**src/rtl/mapper_pkg.sv**
```systemverilog
package mapper_pkg;
  localparam int unsigned CPU_AW  = 16;
  localparam int unsigned PPU_AW  = 14;
  localparam int unsigned DW      = 8;
  localparam int unsigned SLOT_OW = 13;  // 8 KB program slot offset
  localparam int unsigned HALF_OW = 12;  // 4 KB pattern half offset
  localparam int unsigned CHR_AW  = DW - 2 + HALF_OW;

  typedef enum logic [2:0] {
    IDX_A0 = 3'd0, IDX_A1 = 3'd1, IDX_B0 = 3'd2, IDX_B1 = 3'd4,
    IDX_P0 = 3'd6, IDX_P1 = 3'd7
  } reg_idx_e;

  // decoded {addr[14:13], addr[0]}
  typedef enum logic [2:0] {
    DEC_INDEX = 3'b000, DEC_DATA = 3'b001, DEC_MIRROR = 3'b010
  } dec_e;

  typedef struct packed {
    logic [2:0]    idx;
    logic [DW-1:0] prg0;
    logic [DW-1:0] prg1;
    logic [DW-1:0] pg_a0;
    logic [DW-1:0] pg_a1;
    logic [DW-1:0] pg_b0;
    logic [DW-1:0] pg_b1;
    logic          mir_h;
  } cfg_t;
endpackage

```
**src/rtl/mapper_regs.sv**
```systemverilog
module mapper_regs
  import mapper_pkg::*;
(
  input  logic              clk_i,
  input  logic              rst_ni,
  input  logic [CPU_AW-1:0] cpu_addr_i,
  input  logic [DW-1:0]     cpu_data_i,
  input  logic              cpu_wr_i,
  output cfg_t              cfg_o
);
  cfg_t cfg_q, cfg_d;
  logic wr_en;
  logic [2:0] dec;
  logic [DW-1:0] pg_data;

  assign wr_en   = cpu_wr_i & cpu_addr_i[15];
  assign dec     = {cpu_addr_i[14:13], cpu_addr_i[0]};
  assign pg_data = {cpu_data_i[DW-1:2], 2'b00};

  always_comb begin
    cfg_d = cfg_q;
    if (wr_en) begin
      unique case (dec)
        DEC_INDEX:  cfg_d.idx   = cpu_data_i[2:0];
        DEC_MIRROR: cfg_d.mir_h = cpu_data_i[0];
        DEC_DATA: begin
          case (cfg_q.idx)
            IDX_A0:  cfg_d.pg_a0 = pg_data;
            IDX_A1:  cfg_d.pg_a1 = pg_data;
            IDX_B0:  cfg_d.pg_b0 = pg_data;
            IDX_B1:  cfg_d.pg_b1 = pg_data;
            IDX_P0:  cfg_d.prg0  = cpu_data_i;
            IDX_P1:  cfg_d.prg1  = cpu_data_i;
            default: ;
          endcase
        end
        default: ;
      endcase
    end
  end

  always_ff @(posedge clk_i or negedge rst_ni) begin
    if (!rst_ni) begin
      cfg_q.idx   <= '0;
      cfg_q.prg0  <= DW'(0);
      cfg_q.prg1  <= DW'(1);
      cfg_q.pg_a0 <= DW'(0);
      cfg_q.pg_a1 <= DW'(0);
      cfg_q.pg_b0 <= DW'(4);
      cfg_q.pg_b1 <= DW'(4);
      cfg_q.mir_h <= 1'b0;
    end else begin
      cfg_q <= cfg_d;
    end
  end

  assign cfg_o = cfg_q;

  a_r2_low_write_ignored: assert property (@(posedge clk_i) disable iff (!rst_ni)
    (cpu_wr_i && !cpu_addr_i[15]) |=> $stable(cfg_q));

  a_r3_unused_index: assert property (@(posedge clk_i) disable iff (!rst_ni)
    (wr_en && dec == DEC_DATA && (cfg_q.idx == 3'd3 || cfg_q.idx == 3'd5))
    |=> $stable(cfg_q));

  a_r10_inert_decode: assert property (@(posedge clk_i) disable iff (!rst_ni)
    (wr_en && cpu_addr_i[14:13] != 2'b00 && !(cpu_addr_i[14:13] == 2'b01 && !cpu_addr_i[0]))
    |=> $stable(cfg_q));
endmodule

```
**src/rtl/mapper_latch.sv**
```systemverilog
module mapper_latch
  import mapper_pkg::*;
(
  input  logic              clk_i,
  input  logic              rst_ni,
  input  logic [PPU_AW-1:0] ppu_addr_i,
  input  logic              ppu_rd_i,
  output logic              sel_fe_o
);
  logic hit_fd, hit_fe, fe_q;

  assign hit_fd = (ppu_addr_i & PPU_AW'(14'h1FF0)) == PPU_AW'(14'h1FD0);
  assign hit_fe = (ppu_addr_i & PPU_AW'(14'h1FF0)) == PPU_AW'(14'h1FE0);

  always_ff @(posedge clk_i or negedge rst_ni) begin
    if (!rst_ni)                fe_q <= 1'b0;
    else if (ppu_rd_i && hit_fd) fe_q <= 1'b0;
    else if (ppu_rd_i && hit_fe) fe_q <= 1'b1;
  end

  assign sel_fe_o = fe_q;

  a_r8_set_fd: assert property (@(posedge clk_i) disable iff (!rst_ni)
    (ppu_rd_i && ppu_addr_i[12:4] == 9'h1FD) |=> !sel_fe_o);

  a_r8_set_fe: assert property (@(posedge clk_i) disable iff (!rst_ni)
    (ppu_rd_i && ppu_addr_i[12:4] == 9'h1FE) |=> sel_fe_o);

  a_r8_hold_idle: assert property (@(posedge clk_i) disable iff (!rst_ni)
    !ppu_rd_i |=> $stable(sel_fe_o));
endmodule

```
**src/rtl/mapper_xlate.sv**
```systemverilog
module mapper_xlate
  import mapper_pkg::*;
#(
  parameter int unsigned PRG_BANKS = 32,
  localparam int unsigned PRG_BW = $clog2(PRG_BANKS),
  localparam int unsigned PRG_AW = PRG_BW + SLOT_OW
) (
  input  logic [CPU_AW-1:0] cpu_addr_i,
  input  logic [PPU_AW-1:0] ppu_addr_i,
  input  logic [DW-1:0]     prg0_i,
  input  logic [DW-1:0]     prg1_i,
  input  logic [DW-1:0]     pg_a_i,
  input  logic [DW-1:0]     pg_b_i,
  output logic [PRG_AW-1:0] prg_addr_o,
  output logic [CHR_AW-1:0] chr_addr_o,
  output logic              chr_ram_sel_o
);
  logic [DW-1:0]     bank_raw;
  logic [PRG_BW-1:0] bank;
  logic [DW-1:0]     page;

  always_comb begin
    unique case (cpu_addr_i[14:13])
      2'd0: bank_raw = prg0_i;
      2'd1: bank_raw = prg1_i;
      2'd2: bank_raw = DW'(PRG_BANKS - 2);
      default: bank_raw = DW'(PRG_BANKS - 1);
    endcase
    bank = PRG_BW'(32'(bank_raw) % PRG_BANKS);
  end

  assign prg_addr_o    = {bank, cpu_addr_i[SLOT_OW-1:0]};
  assign page          = ppu_addr_i[HALF_OW] ? pg_b_i : pg_a_i;
  assign chr_addr_o    = {page[DW-1:2], ppu_addr_i[HALF_OW-1:0]};
  assign chr_ram_sel_o = (page == '0);
endmodule

```
**src/rtl/fetch_latch_mapper.sv**
```systemverilog
module fetch_latch_mapper
  import mapper_pkg::*;
#(
  parameter int unsigned PRG_BANKS = 32,
  localparam int unsigned PRG_BW = $clog2(PRG_BANKS),
  localparam int unsigned PRG_AW = PRG_BW + SLOT_OW
) (
  input  logic              clk_i,
  input  logic              rst_ni,
  input  logic [15:0]       cpu_addr_i,
  input  logic [7:0]        cpu_data_i,
  input  logic              cpu_wr_i,
  input  logic [13:0]       ppu_addr_i,
  input  logic              ppu_rd_i,
  output logic [PRG_AW-1:0] prg_addr_o,
  output logic [17:0]       chr_addr_o,
  output logic              chr_ram_sel_o,
  output logic              mirror_horiz_o
);
  cfg_t cfg;
  logic sel_fe;

  mapper_regs u_regs (
    .clk_i, .rst_ni, .cpu_addr_i, .cpu_data_i, .cpu_wr_i, .cfg_o(cfg)
  );

  mapper_latch u_latch (
    .clk_i, .rst_ni, .ppu_addr_i, .ppu_rd_i, .sel_fe_o(sel_fe)
  );

  mapper_xlate #(.PRG_BANKS(PRG_BANKS)) u_xlate (
    .cpu_addr_i, .ppu_addr_i,
    .prg0_i(cfg.prg0), .prg1_i(cfg.prg1),
    .pg_a_i(sel_fe ? cfg.pg_a1 : cfg.pg_a0),
    .pg_b_i(sel_fe ? cfg.pg_b1 : cfg.pg_b0),
    .prg_addr_o, .chr_addr_o, .chr_ram_sel_o
  );

  assign mirror_horiz_o = cfg.mir_h;

  a_r5_fixed_slots: assert property (@(posedge clk_i) disable iff (!rst_ni)
    (cpu_addr_i[15:14] == 2'b11)
    |-> prg_addr_o[PRG_AW-1:SLOT_OW] == PRG_BW'(PRG_BANKS - 2 + 32'(cpu_addr_i[13])));
endmodule

```
**config.mk**
```make
export PLATFORM = sky130hd
export DESIGN_NAME = fetch_latch_mapper
export DESIGN_NICKNAME = d
export VERILOG_FILES = /design/src/rtl/mapper_pkg.sv /design/src/rtl/mapper_regs.sv /design/src/rtl/mapper_latch.sv /design/src/rtl/mapper_xlate.sv /design/src/rtl/fetch_latch_mapper.sv
export SDC_FILE = /design/constraint.sdc
export NUM_CORES = 1
export LEC_CHECK = 0
export CORE_MARGIN = 3
export CORE_UTILIZATION = 23
export DETAILED_ROUTE_END_ITERATION = 7
export GPL_TIMING_DRIVEN = 0
export PLACE_DENSITY = 0.44
export SYNTH_ARGS = -nofsm -noshare
export SYNTH_HDL_FRONTEND = slang
export SYNTH_HIERARCHICAL = 1
export SYNTH_SLANG_ARGS = --single-unit
```
**constraint.sdc**
```tcl
create_clock -name clk_i -period 2.5 [get_ports clk_i]
set_input_delay 0.375 -clock clk_i [delete_from_list [all_inputs] [get_ports clk_i]]
set_output_delay 0.375 -clock clk_i [all_outputs]
set_load 0.01 [all_outputs]
```
==> metrics.log <==
[metrics] instance area at placement: about 3200 um^2
[metrics] H-tree levels: 2
[metrics] share of the clock period used by the worst path: 101%
[metrics] synthesized netlist cell count: ~180
[metrics] critical path startpoint category: flop
[metrics] cell area after technology mapping: 2330 um^2
[metrics] failing checks: negative setup slack
[metrics] total overflow reported by the global router: 0
[metrics] Worst Setup Slack post-DPL: -0.374 ns
[metrics] number of sinks driven by the clock tree: 39
[metrics] Top-Level Pins: 80
[metrics] layout cells sized above 1: 51.3%
[metrics] Remaining DRCs: 0
[metrics] Avg Vias per Cell: slightly below 4
[metrics] final hold violation count: 0
[metrics] Post-Route WL: 5170 um
[metrics] Final Power: 0.00173 W
[metrics] Routed Antenna Nets: 0
[metrics] maximum capacitance violations: 0
[metrics] Wirelength per Cell: ~13 um
[metrics] Overall Global Routing Usage: 9.23%
[metrics] maximum net fanout on the critical path: 4
[metrics] TritonCTS clock tree: yes
[metrics] RD Place Congestion: 0.648
[metrics] yosys synthesis warning count: 6
[metrics] kind of capture point of the worst setup path: primary output
[metrics] number of optimization iterations in the first detailed-route pass: 4
[metrics] root buffer cell: sky130_fd_sc_hd__clkbuf_8
[metrics] area added between synthesis and finish: 45.4%
[metrics] site row count: 36
[metrics] number of antenna violations at the first check in global routing: 0
[metrics] cell area power density: 512 nW/um^2
[metrics] Final Max Slew Viols: 0
[metrics] final setup slack of the worst path: -0.0283 ns
[metrics] status: finished, violations left
[metrics] leakage component of the power: 1.58 nW
[metrics] total of buffers placed on input and output ports: 62
[metrics] die span in y: between 100 and 150 um
[metrics] Worst Path Arrival: 2.15 ns
[metrics] largest net degree at the start of global routing: 38
[metrics] final design area excluding fillers: 3390 um^2
[metrics] clock transition at the registers of the reported paths: 0.07 ns
[metrics] placeable core area: between 9000 and 10000 um^2
[metrics] highest achievable clock rate: 396 MHz
[metrics] Die Footprint: approximately 11000 um^2
[metrics] post-synthesis area per instance: 13.3 um^2
[metrics] Die Span X: 107 um
[metrics] number of DRC violations after detailed-routing iteration 0: 64
[metrics] path class of the lowest-slack min-delay path: in -> async
[metrics] diode insertion count for antenna repair: 0
[metrics] initial cell density of the core: 23.7%
[metrics] clock period minus final worst setup slack: 2.53 ns
[metrics] start-to-end type of the worst setup path: reg -> out
[metrics] worst clock skew: between 0.004 and 0.005 ns
[metrics] number of nets in the layout: around 300
[metrics] Post-Route Setup TNS: -0.0283 ns
[metrics] required arrival time at the worst endpoint: approximately 2.1 ns
[metrics] DR vias: 1564
[metrics] total of endpoints with negative setup slack in the final report: 1
[metrics] Bufs on Longest Clock Path: 2
[metrics] wire length of the first global-routing pass: 8210 um
[metrics] vias in the first global route: 1592
[metrics] worst ir drop on vdd: 0.219 mV
[metrics] worst-skew pair later-pin latency: between 0.2 and 0.3 ns
[metrics] setup repair after global routing missed its margin: yes
[metrics] half-perimeter wire length after placement: 3810 um
[metrics] Num CTS Buffers: 5
==> registers in the layout, indices dropped and copies added, names as in the netlist <==
register          flops
u_latch/sel_fe_o      1
u_regs/cfg_o         38
==> where the power goes <==
part | leakage [nW] | internal, W | switching (W)
clock network | 0.0515 | 0.000252 | 0.000213
registers | 0.509 | 0.000726 | 0.0000550
logic | 1.02 | 0.000320 | 0.000168
total | 1.58 | 0.00130 | 0.000437
==> worst max-delay path, cell delays in order, from the launching register on <==
cell,delay (ns)
sky130_fd_sc_hd__dfrtp_2,0.45
sky130_fd_sc_hd__buf_12,0.15
sky130_fd_sc_hd__mux2_4,0.29
sky130_fd_sc_hd__or4b_4,0.53
sky130_fd_sc_hd__o22ai_4,0.18
sky130_fd_sc_hd__and2_4,0.17
sky130_fd_sc_hd__buf_6,0.09
==> cells in the final DEF (no fill, tap or decap), types with 2 or more instances in the layout <==
cell type and instances:
sky130_fd_sc_hd__nand4_4 2, sky130_fd_sc_hd__mux2_2 45, sky130_fd_sc_hd__dfrtp_1 35, sky130_fd_sc_hd__a211o_1 4, sky130_fd_sc_hd__nand2_1 2, sky130_fd_sc_hd__dfstp_2 3
sky130_fd_sc_hd__dlygate4sd2_1 3, sky130_fd_sc_hd__nand4b_2 2, sky130_fd_sc_hd__buf_12 3, sky130_fd_sc_hd__buf_4 39, sky130_fd_sc_hd__nor2_1 3, sky130_fd_sc_hd__clkbuf_8 7
sky130_fd_sc_hd__mux2_4 15, sky130_fd_sc_hd__clkdlybuf4s50_1 56, sky130_fd_sc_hd__conb_1 8, sky130_fd_sc_hd__nor2b_1 4, sky130_fd_sc_hd__nand4_1 2, sky130_fd_sc_hd__buf_6 4
==> per-layer routing <==
layer / vias up / wire (um) / GRT usage (%)
li1: 753 / - / -
met1: 765 / 2330 / 12.0
met2: 42 / 2550 / 15.2
met3: 4 / 236 / 2.17
met4: 0 / 56 / 2.74
met5: - / 0 / 0
==> worst paths after layout <==
path / startpoint / to / slack [ns] / cells past startpoint
setup / recovery: u_latch/sel_fe_o$_DFFE_PN0P_ / chr_ram_sel_o / -0.03 / 6
hold / removal: rst_ni / u_regs/cfg_o[36]$_DFFE_PN0P_ / 0.42 / 2
setup reg to reg: u_regs/cfg_o[49]$_DFFE_PN0P_ / u_regs/cfg_o[31]$_DFFE_PN0P_ / 0.95 / 3
hold reg to reg: u_regs/cfg_o[42]$_DFFE_PN0P_ / u_regs/cfg_o[42]$_DFFE_PN0P_ / 0.50 / 1
max in group asynchronous: rst_ni / u_regs/cfg_o[11]$_DFFE_PN1P_ / 1.62 / 3
min in group clk_i: u_regs/cfg_o[42]$_DFFE_PN0P_ / u_regs/cfg_o[42]$_DFFE_PN0P_ / 0.50 / 1
==> metrics by stage <==
| step | utilization [%] | instances | hold WS [ns] |
|---|---|---|---|
| 2_1_floorplan | - | 182 | 0.0794 |
| 3_3_place_gp | 32.0 | 377 | 0.486 |
| 3_5_place_dp | 32.2 | 378 | 0.190 |
| 4_1_cts | 34.2 | 392 | 0.407 |
| 5_1_grt | 34.5 | 394 | 0.411 |
| 6_report | 34.5 | 394 | 0.417 |
==> layout make-up <==
type,count,area [um^2]
Fill cell,1034,6430
Multi-Input combinational cell,103,1090
Sequential cell,39,981
Timing Repair Buffer,72,743
Buffer,38,307
Tap cell,133,166
Clock buffer,8,100
Inverter,1,3.75
==> timing repair <==
action | CTS | global route
gates cloned | 1 | 0
hold buffers | 1 | 0
endpoints found under the hold margin | 1 | 0
setup endpoints to repair | 1 | 6
buffers inserted | 4 | 3
gates resized for setup | 14 | 4
pin swaps | 2 | 2
(Power assumes the default switching activity.)
